**config.mk**
```make
export PLATFORM = sky130hd
export DESIGN_NAME = dbg_bkpt_unit
export DESIGN_NICKNAME = d
export VERILOG_FILES = /design/src/rtl/dbg_bkpt_pkg.sv /design/src/rtl/dbg_bkpt_cmp.sv /design/src/rtl/dbg_bkpt_tagq.sv /design/src/rtl/dbg_bkpt_reqctl.sv /design/src/rtl/dbg_bkpt_unit.sv
export SDC_FILE = /design/constraint.sdc
export NUM_CORES = 1
export LEC_CHECK = 0
export BUFFER_PORTS_ARGS = -buffer_cell sky130_fd_sc_hd__buf_4
export CORE_UTILIZATION = 39
export DETAILED_ROUTE_END_ITERATION = 6
export PLACE_DENSITY_LB_ADDON = 0.25
export SYNTH_ARGS = -nofsm -noshare
export SYNTH_HDL_FRONTEND = slang
export SYNTH_HIERARCHICAL = 1
export SYNTH_SLANG_ARGS = --single-unit
export TNS_END_PERCENT = 20
```
**constraint.sdc**
```tcl
create_clock -name clk -period 2.2 [get_ports clk]
set_input_delay 0.44 -clock clk [delete_from_list [all_inputs] [get_ports clk]]
set_output_delay 0.44 -clock clk [all_outputs]
set_load 0.01 [all_outputs]
```
**src/rtl/dbg_bkpt_pkg.sv**
```systemverilog
package dbg_bkpt_pkg;
  typedef enum logic {
    KIND_TAGGED = 1'b0,
    KIND_FORCED = 1'b1
  } bkpt_kind_e;
endpackage

```
**src/rtl/dbg_bkpt_cmp.sv**
```systemverilog
module dbg_bkpt_cmp #(
  parameter int ADDR_W = 16
) (
  input  logic [ADDR_W-1:0] match_val,
  input  logic [ADDR_W-1:0] addr,
  input  logic              strobe,
  input  logic              kind_ok,
  input  logic              suppress,
  output logic              hit
);
  logic addr_eq;

  always_comb begin
    addr_eq = (addr == match_val);
    hit     = strobe && kind_ok && !suppress && addr_eq;
  end
endmodule

```
**src/rtl/dbg_bkpt_tagq.sv**
```systemverilog
module dbg_bkpt_tagq #(
  parameter int DEPTH = 4
) (
  input  logic clk,
  input  logic rst_n,
  input  logic clr,
  input  logic push,
  input  logic push_tag,
  input  logic pop,
  input  logic flush,
  output logic pop_fire
);
  localparam int CNT_W = $clog2(DEPTH + 1);

  logic [DEPTH-1:0] tag_q, tag_d;
  logic [CNT_W-1:0] cnt_q, cnt_d, cnt_after_pop;
  logic             do_pop, do_push, q_en;

  always_comb begin
    do_pop        = pop && (cnt_q != '0) && !flush;
    cnt_after_pop = cnt_q - CNT_W'(do_pop);
    do_push       = push && !flush && (cnt_after_pop < CNT_W'(DEPTH));
    pop_fire      = do_pop && tag_q[0];
    q_en          = clr || flush || do_pop || do_push;
  end

  for (genvar i = 0; i < DEPTH; i++) begin : g_slot
    logic shifted;
    if (i == DEPTH - 1) begin : g_last
      assign shifted = do_pop ? 1'b0 : tag_q[i];
    end else begin : g_mid
      assign shifted = do_pop ? tag_q[i+1] : tag_q[i];
    end
    always_comb begin
      if (clr || flush)
        tag_d[i] = 1'b0;
      else if (do_push && (cnt_after_pop == CNT_W'(i)))
        tag_d[i] = push_tag;
      else
        tag_d[i] = shifted;
    end
  end

  always_comb begin
    if (clr || flush)
      cnt_d = '0;
    else
      cnt_d = cnt_after_pop + CNT_W'(do_push);
  end

  always_ff @(posedge clk or negedge rst_n) begin
    if (!rst_n) begin
      tag_q <= '0;
      cnt_q <= '0;
    end else if (q_en) begin
      tag_q <= tag_d;
      cnt_q <= cnt_d;
    end
  end

  assert_cnt_bound_R6: assert property (@(posedge clk) disable iff (!rst_n)
    cnt_q <= CNT_W'(DEPTH));
  assert_flush_empties_R7: assert property (@(posedge clk) disable iff (!rst_n)
    flush |=> (cnt_q == '0));
  assert_no_fire_on_flush_R7: assert property (@(posedge clk) disable iff (!rst_n)
    flush |-> !pop_fire);
endmodule

```
**src/rtl/dbg_bkpt_reqctl.sv**
```systemverilog
module dbg_bkpt_reqctl (
  input  logic clk,
  input  logic rst_n,
  input  logic enable,
  input  logic access_hit,
  input  logic boundary,
  input  logic tag_fire,
  input  logic ack,
  output logic req
);
  logic pend_q, pend_d, req_q, req_d, st_en;

  always_comb begin
    pend_d = pend_q;
    req_d  = req_q;
    if (!enable || ack) begin
      pend_d = 1'b0;
      req_d  = 1'b0;
    end else begin
      if (access_hit)
        pend_d = 1'b1;
      if ((boundary && pend_q) || tag_fire)
        req_d = 1'b1;
    end
    st_en = (pend_d != pend_q) || (req_d != req_q);
  end

  always_ff @(posedge clk or negedge rst_n) begin
    if (!rst_n) begin
      pend_q <= 1'b0;
      req_q  <= 1'b0;
    end else if (st_en) begin
      pend_q <= pend_d;
      req_q  <= req_d;
    end
  end

  assign req = req_q && enable;

  assert_gated_R2: assert property (@(posedge clk) disable iff (!rst_n)
    !enable |-> !req);
  assert_ack_clears_R9: assert property (@(posedge clk) disable iff (!rst_n)
    ack |=> !req_q && !pend_q);
  assert_sticky_R11: assert property (@(posedge clk) disable iff (!rst_n)
    (req_q && enable && !ack) |=> req_q);
  assert_rise_cause_R3: assert property (@(posedge clk) disable iff (!rst_n)
    $rose(req_q) |-> $past(tag_fire || (boundary && pend_q)));
endmodule

```
**src/rtl/dbg_bkpt_unit.sv**
```systemverilog
module dbg_bkpt_unit #(
  parameter int ADDR_W = 16,
  parameter int QDEPTH = 4
) (
  input  logic              clk,
  input  logic              rst_n,
  input  logic [ADDR_W-1:0] cfg_match,
  input  logic              cfg_enable,
  input  logic              cfg_force_sel,
  input  logic [ADDR_W-1:0] bus_addr,
  input  logic              bus_valid,
  input  logic              insn_boundary,
  input  logic              fetch_push,
  input  logic [ADDR_W-1:0] fetch_addr,
  input  logic              exec_pop,
  input  logic              q_flush,
  input  logic              dbg_access,
  input  logic              bkpt_ack,
  output logic              bkpt_req
);
  import dbg_bkpt_pkg::*;

  bkpt_kind_e kind;
  logic access_hit, fetch_hit, tag_fire, forced_ok, tagged_ok;

  always_comb begin
    kind      = bkpt_kind_e'(cfg_force_sel);
    forced_ok = cfg_enable && (kind == KIND_FORCED);
    tagged_ok = cfg_enable && (kind == KIND_TAGGED);
  end

  dbg_bkpt_cmp #(.ADDR_W(ADDR_W)) u_cmp_access (
    .match_val(cfg_match), .addr(bus_addr), .strobe(bus_valid),
    .kind_ok(forced_ok), .suppress(dbg_access), .hit(access_hit));

  dbg_bkpt_cmp #(.ADDR_W(ADDR_W)) u_cmp_fetch (
    .match_val(cfg_match), .addr(fetch_addr), .strobe(fetch_push),
    .kind_ok(tagged_ok), .suppress(dbg_access), .hit(fetch_hit));

  dbg_bkpt_tagq #(.DEPTH(QDEPTH)) u_tagq (
    .clk(clk), .rst_n(rst_n), .clr(!cfg_enable), .push(fetch_push),
    .push_tag(fetch_hit), .pop(exec_pop), .flush(q_flush), .pop_fire(tag_fire));

  dbg_bkpt_reqctl u_req (
    .clk(clk), .rst_n(rst_n), .enable(cfg_enable), .access_hit(access_hit),
    .boundary(insn_boundary), .tag_fire(tag_fire), .ack(bkpt_ack), .req(bkpt_req));

  assert_suppress_R8: assert property (@(posedge clk) disable iff (!rst_n)
    dbg_access |-> !access_hit && !fetch_hit);
  assert_kind_excl_R10: assert property (@(posedge clk) disable iff (!rst_n)
    !(access_hit && fetch_hit && (bus_addr == fetch_addr)));
endmodule

```
==> results.py, run 1 <==
metrics = {
    "drt": {
        "route.detailed.drc": 0,
        "num_vias": 1089,
        "wl_per_cell_um": 14.8,
        "dr.pass1.iters": 4,
        "vias_per_cell": 5.16,
        "detail-route-antenna-nets": 0,
        "drt_iter0_drc": 33,
        "drt-total-wl_mm": 3.13,
    },
    "floorplanning": {
        "die_y_um": 52.4,
        "core_um2": 2300,
        "initial_utilization_pct": 43.2,
        "rows": 17,
        "fp.dieW_um": 52.4,
        "io-pin-count": 60,
        "die_area_um2": 2750,
    },
    "clock_network": {
        "clockBufferDepth": 2,
        "htreeDepth": 1,
        "clock_sinks": 9,
        "clkTransAtPathRegs_ps": 70,
        "cts_tree": "yes",
        "cts_inserted_buffers": 3,
        "clockRootBuffer": "clkbuf_4",
        "clk_latency_ps": 280,
    },
    "yosys": {
        "ys_seq_elements": 9,
        "synth_top_area_share_pct": 29.1,
        "syn_area_um2": 992,
        "ys_types": 37,
        "syn_nets": 170,
        "ys_seq_area_share_pct": 22.7,
        "synth_top_area_cell": "xor2_1",
        "async_flop_share_pct": 100,
        "avgSynthCellArea_um2": 9.10,
        "synth_warnings": 6,
        "synth_top_cells_by_area": "xor2_1 (29%), dfrtp_1 (23%), nor4_1 (5.0%)",
        "synth_cells": 109,
        "synthFlopType": "dfrtp_1",
        "synth_edf_count": 0,
    },
    "critical_path": {
        "r2r_start": "u_tagq/cnt_q[1]",
        "reg2reg_depth": 8,
        "r2r_setup_slack_ps": 60,
        "worst_path_max_delay_cell": "or4_1",
        "critPathBufInv": 1,
        "cp_max_fo": 4,
        "slowest_delay_ps": 490,
        "crit_path_frequent_cell": "nor3_4",
        "crit_path_cell_trace": "nor3_4, nor3_4, ha_4, xnor2_2, nand2_2, buf_4, or4_1, o211a_1",
        "cp_top_family": "simple AND/OR/NAND/NOR gates",
        "cp-end-kind": "register",
        "path_class": "register to register",
        "r2r-end": "u_tagq/tag_q[0]",
        "critPathLaunchType": "register",
        "arrival_ps": 2300,
        "critical_path_required_ps": 2350,
    },
    "timing": {
        "finClkSkew_ps": 14.6,
        "maxSlewHeadroom_pct": 73.8,
        "period_share_pct": 97.5,
        "min_period_ps": 2140,
        "clock.fmax_ghz": 0.466,
        "worst_pin_slew_ps": 389,
        "setup_viol": 0,
        "maxSlewViolCount": 0,
        "finalHoldViolCount": 0,
    },
    "power": {
        "ir_worst_vdd_mv": 0.406,
        "powerDensity_nw_per_um2": 306,
        "swShare_pct": 29.8,
        "seq_power_share_pct": 33.9,
        "leakagePower_nw": 0.769,
        "internal_power_w": 0.000349,
        "p_switching_w": 0.000148,
        "combPwrFrac_pct": 38.7,
        "clkPwrFrac_pct": 27.4,
    },
    "final_layout": {
        "nets": 245,
        "area_growth_pct": 64.2,
        "drive_above_1_share_pct": 48.6,
        "fin_area_um2": 1630,
        "final_core_util_pct": 70.9,
        "insertedDiodeCount": 0,
        "fin_cells": 211,
    },
    "grt": {
        "grt_pass1_vias": 1085,
        "grt_pass1_wl_mm": 4.48,
        "grt_max_degree": 10,
        "antenna_found_initial": 0,
        "overflow": 0,
        "grt_use_total_pct": 22.7,
    },
    "outcome": {
        "outcome": "finished, final reports clean",
    },
    "hold_path": {
        "whs_path_depth": 3,
        "hold_start": "insn_boundary",
        "hold_path.class": "primary input to register",
        "hold_end": "u_req/req_q",
    },
    "placement": {
        "dp.cells": 205,
        "dpl.hpwl_mm": 2.52,
        "place.gp.congestion": 0.924,
        "placed_area_um2": 1550,
        "port_buffers": 59,
    },
    "flow_run": {
        "drv_cap": 0,
    },
}
## layout by cell type, fill, tap and decap left out, types with 2 or more instances in the layout
cell      netlist  routed
ha_4            0       2
inv_1           3       3
clkbuf_4        0       3
nand2_1         4       4
dfrtp_1         9       8
buf_4           0      69
nor4_2          2       2
nor4_1          8       8
nand4_1         2       2
nor2_1          7       6
or3_1           2       2
nor3_4          1       2
xor2_1         33      32
nor3_1          4       4
mux2i_1         4       4
and2_1          3       3
a21oi_1         3       3
## tightest hold or removal path: cells and delay by family
family          cells  cell delay (ps)
compound gates      1               50
buf+inv             1               80
simple gates        1               80
## flip-flops by register name, summed over array words and instances (netlist names)
name	cells
u_tagq/cnt_q	3
u_tagq/tag_q	4
u_req/req_q	1
u_req/pend_q	1
## stage by stage
stage	TNS, ps	setup slack, ps	total power, W	hold WS [ps]
after global placement	-0.722	-0.722	0.000351	268
final	0	55.9	0.000498	430
after CTS	0	40.8	0.000497	425
after global routing	-58.0	-34.5	0.000528	438
after detailed placement	-51.4	-51.4	0.000359	269
after floorplan	0	4.27	0.000240	144
## Yosys cell counts, drive strengths merged (3+ instances only)
master / n
nor3: 6
nand2: 5
xor2: 33
nor2: 7
nor4: 10
dfrtp: 9
inv: 3
and2: 4
a21oi: 3
mux2i: 4
## timing repair
action,CTS,global route
hold buffers,1,0
endpoints found under the setup margin,0,2
setup buffers,0,1
resized for setup,0,7
hold endpoints to repair,9,0
## per-layer routing
| layer | vias up | track usage (%) | routed length (µm) |
|---|---|---|---|
| met5 | - | 0 | 0 |
| met4 | 0 | 6.58 | 40 |
| met3 | 6 | 5.22 | 187 |
| met2 | 56 | 40.3 | 1720 |
| met1 | 491 | 26.9 | 1190 |
| li1 | 536 | - | - |
## worst max-delay path by stage
stage / start / to / slack, ps / depth (start not counted)
finish: u_tagq/cnt_q[1] / u_tagq/tag_q[0] / 60 / 8
floorplan: q_flush / u_tagq/cnt_q[2] / 4 / 10
global placement: q_flush / u_tagq/cnt_q[2] / -0.7 / 11
CTS: u_tagq/cnt_q[0] / u_tagq/cnt_q[2] / 40 / 10
global route: u_tagq/cnt_q[1] / u_tagq/tag_q[0] / -30 / 8
detailed placement: q_flush / u_tagq/cnt_q[2] / -50 / 11
## area by class of cell
| cell class | count | area, µm² |
|---|---|---|
| repair buffers | 70 | 528 |
| flip-flops and latches | 9 | 226 |
| inverters | 3 | 11.3 |
| clock buffers | 4 | 26.3 |
| multi-input cells | 97 | 802 |
| fillers | 180 | 668 |
| well taps | 28 | 35.0 |
## kinds of logic (layout without fill, tap and decap cells)
| group | count (synthesis) | in the layout | synth area share, % |
|---|---|---|---|
| and+or+nand+nor | 43 | 43 | 27.4 |
| AOI/OAI and AO/OA | 12 | 12 | 9.21 |
| muxes | 6 | 6 | 6.31 |
| xor gates and xnor gates | 34 | 34 | 30.8 |
| DFF | 9 | 9 | 22.7 |
| buffers and inverters | 3 | 77 | 1.13 |
| adders and majority gates | 2 | 2 | 2.52 |
## power by group through the flow
stage / sequential (W) / combinational [W] / clock (W)
6_report: 0.000169 / 0.000193 / 0.000137
3_3_place_gp: 0.000172 / 0.000179 / 0
2_1_floorplan: 0.000172 / 0.0000682 / 0
4_1_cts: 0.000169 / 0.000190 / 0.000139
5_1_grt: 0.000169 / 0.000208 / 0.000151
3_5_place_dp: 0.000172 / 0.000187 / 0
Power figures use the tool's default switching activity.
==> run 2, diff against run 1 <==
--- a/config.mk
+++ b/config.mk
@@ -6,6 +6,7 @@
 export NUM_CORES = 1
 export LEC_CHECK = 0
 export BUFFER_PORTS_ARGS = -buffer_cell sky130_fd_sc_hd__buf_4
+export CORE_MARGIN = 2
 export CORE_UTILIZATION = 39
 export DETAILED_ROUTE_END_ITERATION = 6
 export PLACE_DENSITY_LB_ADDON = 0.25
==> run 2 against run 1 <==
Compared with the run above: sequential share of layout area barely moved; largest power group unchanged; hold slack improved by 10 ps; design area fell by 0.31%; via count rose by 2.1%; die area rose by 7.8%; count of clock-buffer cells in the layout did not move; power fell by 2.7%; sequential power barely moved; cell count rose by 0.95%; first-iteration DRC count fell by 70%; worst setup slack got worse by 0.74 ps; register-to-register slack barely moved.
==> results.py, run 2 (synthesized netlist as in run 1, its figures left out) <==
metrics = {
    "critical_path": {
        "crit_path_cell_trace": "nor3_4, nor3_4, ha_2, xnor2_2, nand2_2, buf_6, or4_1, o211a_1",
        "cp-end-kind": "register",
        "critical_path_required_ps": 2340,
        "cp_max_fo": 4,
        "path_class": "register to register",
        "critPathLaunchType": "register",
        "arrival_ps": 2290,
        "worst_path_max_delay_cell": "or4_1",
        "crit_path_frequent_cell": "nor3_4",
        "slowest_delay_ps": 500,
    },
    "clock_network": {
        "clockBufferDepth": 2,
        "cts_tree": "yes",
        "clockRootBuffer": "clkbuf_4",
        "htreeDepth": 1,
        "post_cts_buffers": 0,
        "cts_inserted_buffers": 3,
        "clkTransAtPathRegs_ps": 60,
        "clock_sinks": 9,
        "clk_latency_ps": 250,
    },
    "timing": {
        "finClkSkew_ps": 4.69,
        "maxSlewViolCount": 0,
        "maxSlewHeadroom_pct": 71.1,
        "fin_ws_ps": 55.2,
        "clock.fmax_ghz": 0.466,
        "setup_viol": 0,
        "period_share_pct": 97.5,
        "finalHoldViolCount": 0,
        "fin_setup_tns_ps": 0,
        "min_period_ps": 2140,
        "worst_pin_slew_ps": 432,
    },
    "final_layout": {
        "insertedDiodeCount": 0,
        "seq_area_um2": 225,
        "final_cell_mix": "buf_4 (68), xor2_1 (32), dfrtp_1 (9)",
        "layout_commonest_cell": "buf_4",
        "drive_above_1_share_pct": 48.1,
        "area_growth_pct": 63.7,
        "fin_area_um2": 1620,
        "max_flop_register": "u_tagq/tag_q",
        "final_core_util_pct": 66.2,
        "nets": 245,
        "fillers": 201,
        "largest_reg_flops": 4,
        "reg_top3": "u_tagq/tag_q: 4 flops, u_tagq/cnt_q: 3 flops",
        "multi_input_area_um2": 792,
    },
    "placement": {
        "port_buffers": 59,
        "post-place-ws_ps": -72.8,
        "placed_area_um2": 1560,
        "dpl.hpwl_mm": 2.44,
        "place.gp.congestion": 0.897,
    },
    "hold_path": {
        "hold_path.class": "primary input to register",
    },
    "drt": {
        "drt_iter0_drc": 10,
        "vias_per_cell": 5.22,
        "dr.pass1.iters": 4,
        "detail-route-antenna-nets": 0,
        "route.detailed.drc": 0,
        "drt-total-wl_mm": 2.94,
        "wl_per_cell_um": 13.8,
        "num_vias": 1112,
    },
    "flow_run": {
        "drv_cap": 0,
    },
    "grt": {
        "antenna_found_initial": 0,
        "grt_use_total_pct": 19.0,
        "grt_pass1_wl_mm": 4.04,
        "grt_max_degree": 10,
        "grt_use_met3_pct": 3.55,
        "grt_pass1_vias": 1021,
        "use_met2_pct": 40.2,
        "busiest_layer": "met2",
        "overflow": 0,
        "gr-usage-met1_pct": 16.0,
    },
    "floorplanning": {
        "initial_utilization_pct": 40.4,
        "rows": 18,
        "core_um2": 2450,
        "die_y_um": 54.4,
        "fp.dieW_um": 54.4,
        "die_area_um2": 2960,
        "io-pin-count": 60,
    },
    "power": {
        "combPwrFrac_pct": 39.3,
        "p_switching_w": 0.000135,
        "powerDensity_nw_per_um2": 298,
        "swShare_pct": 27.9,
        "leakagePower_nw": 0.769,
        "clkPwrFrac_pct": 25.8,
        "finalPower_w": 0.000484,
        "ir_worst_vdd_mv": 0.243,
        "internal_power_w": 0.000349,
        "seq_power_share_pct": 34.9,
    },
    "outcome": {
        "outcome": "finished, final reports clean",
    },
}
run 2: metrics by stage:
step           hold slack [ps]  cells
2_1_floorplan              144    109
3_3_place_gp               269    208
3_5_place_dp               270    208
4_1_cts                    444    213
5_1_grt                    455    213
6_report                   441    213
run 2: final timing paths:
check | depth (start not counted) | startpoint | to | slack, ps
setup / recovery | 8 | u_tagq/cnt_q[2] | u_tagq/tag_q[0] | 60
hold reg to reg | 2 | u_req/req_q | u_req/req_q | 520
max in group asynchronous | 2 | rst_n | u_tagq/tag_q[0] | 1520
min in group asynchronous | 2 | rst_n | u_tagq/tag_q[1] | 550
setup reg to reg | 8 | u_tagq/cnt_q[2] | u_tagq/tag_q[0] | 60
hold / removal | 3 | insn_boundary | u_req/req_q | 440
run 2: power groups by stage:
stage          clock network (W)  logic [W]  registers (W)
3_5_place_dp                   0   0.000186       0.000172
4_1_cts                 0.000130   0.000188       0.000169
3_3_place_gp                   0   0.000181       0.000172
2_1_floorplan                  0  0.0000682       0.000172
6_report                0.000125   0.000191       0.000169
5_1_grt                 0.000139   0.000206       0.000169
run 2: cell type report:
type | instances | share of cell area, %
Multi-Input combinational cell | 97 | 48.8
Sequential cell | 9 | 13.9
Tap cell | 30 | 2.31
Inverter | 3 | 0.693
Timing Repair Buffer | 70 | 32.7
Clock buffer | 4 | 1.62
run 2: repair_timing:
item                                   in CTS  in global routing
setup endpoints to repair                   1                  2
pin swaps                                   1                  7
endpoints found under the hold margin       9                  0
hold buffers                                1                  0
resized for setup                           0                  6
run 2: critical path: cells and delay by family (launching register included):
family                     cells  cell delay (ps)
and+or+nand+nor                4              950
DFF                            1              420
adders and majority gates      1              200
xor gates and xnor gates       1              190
buffers and inverters          1              140
AOI/OAI and AO/OA              1              120
run 2: layer usage:
layer	vias up	routed length, µm
li1	539	-
met1	500	920
met2	63	1620
met5	-	0
met3	10	322
met4	0	78
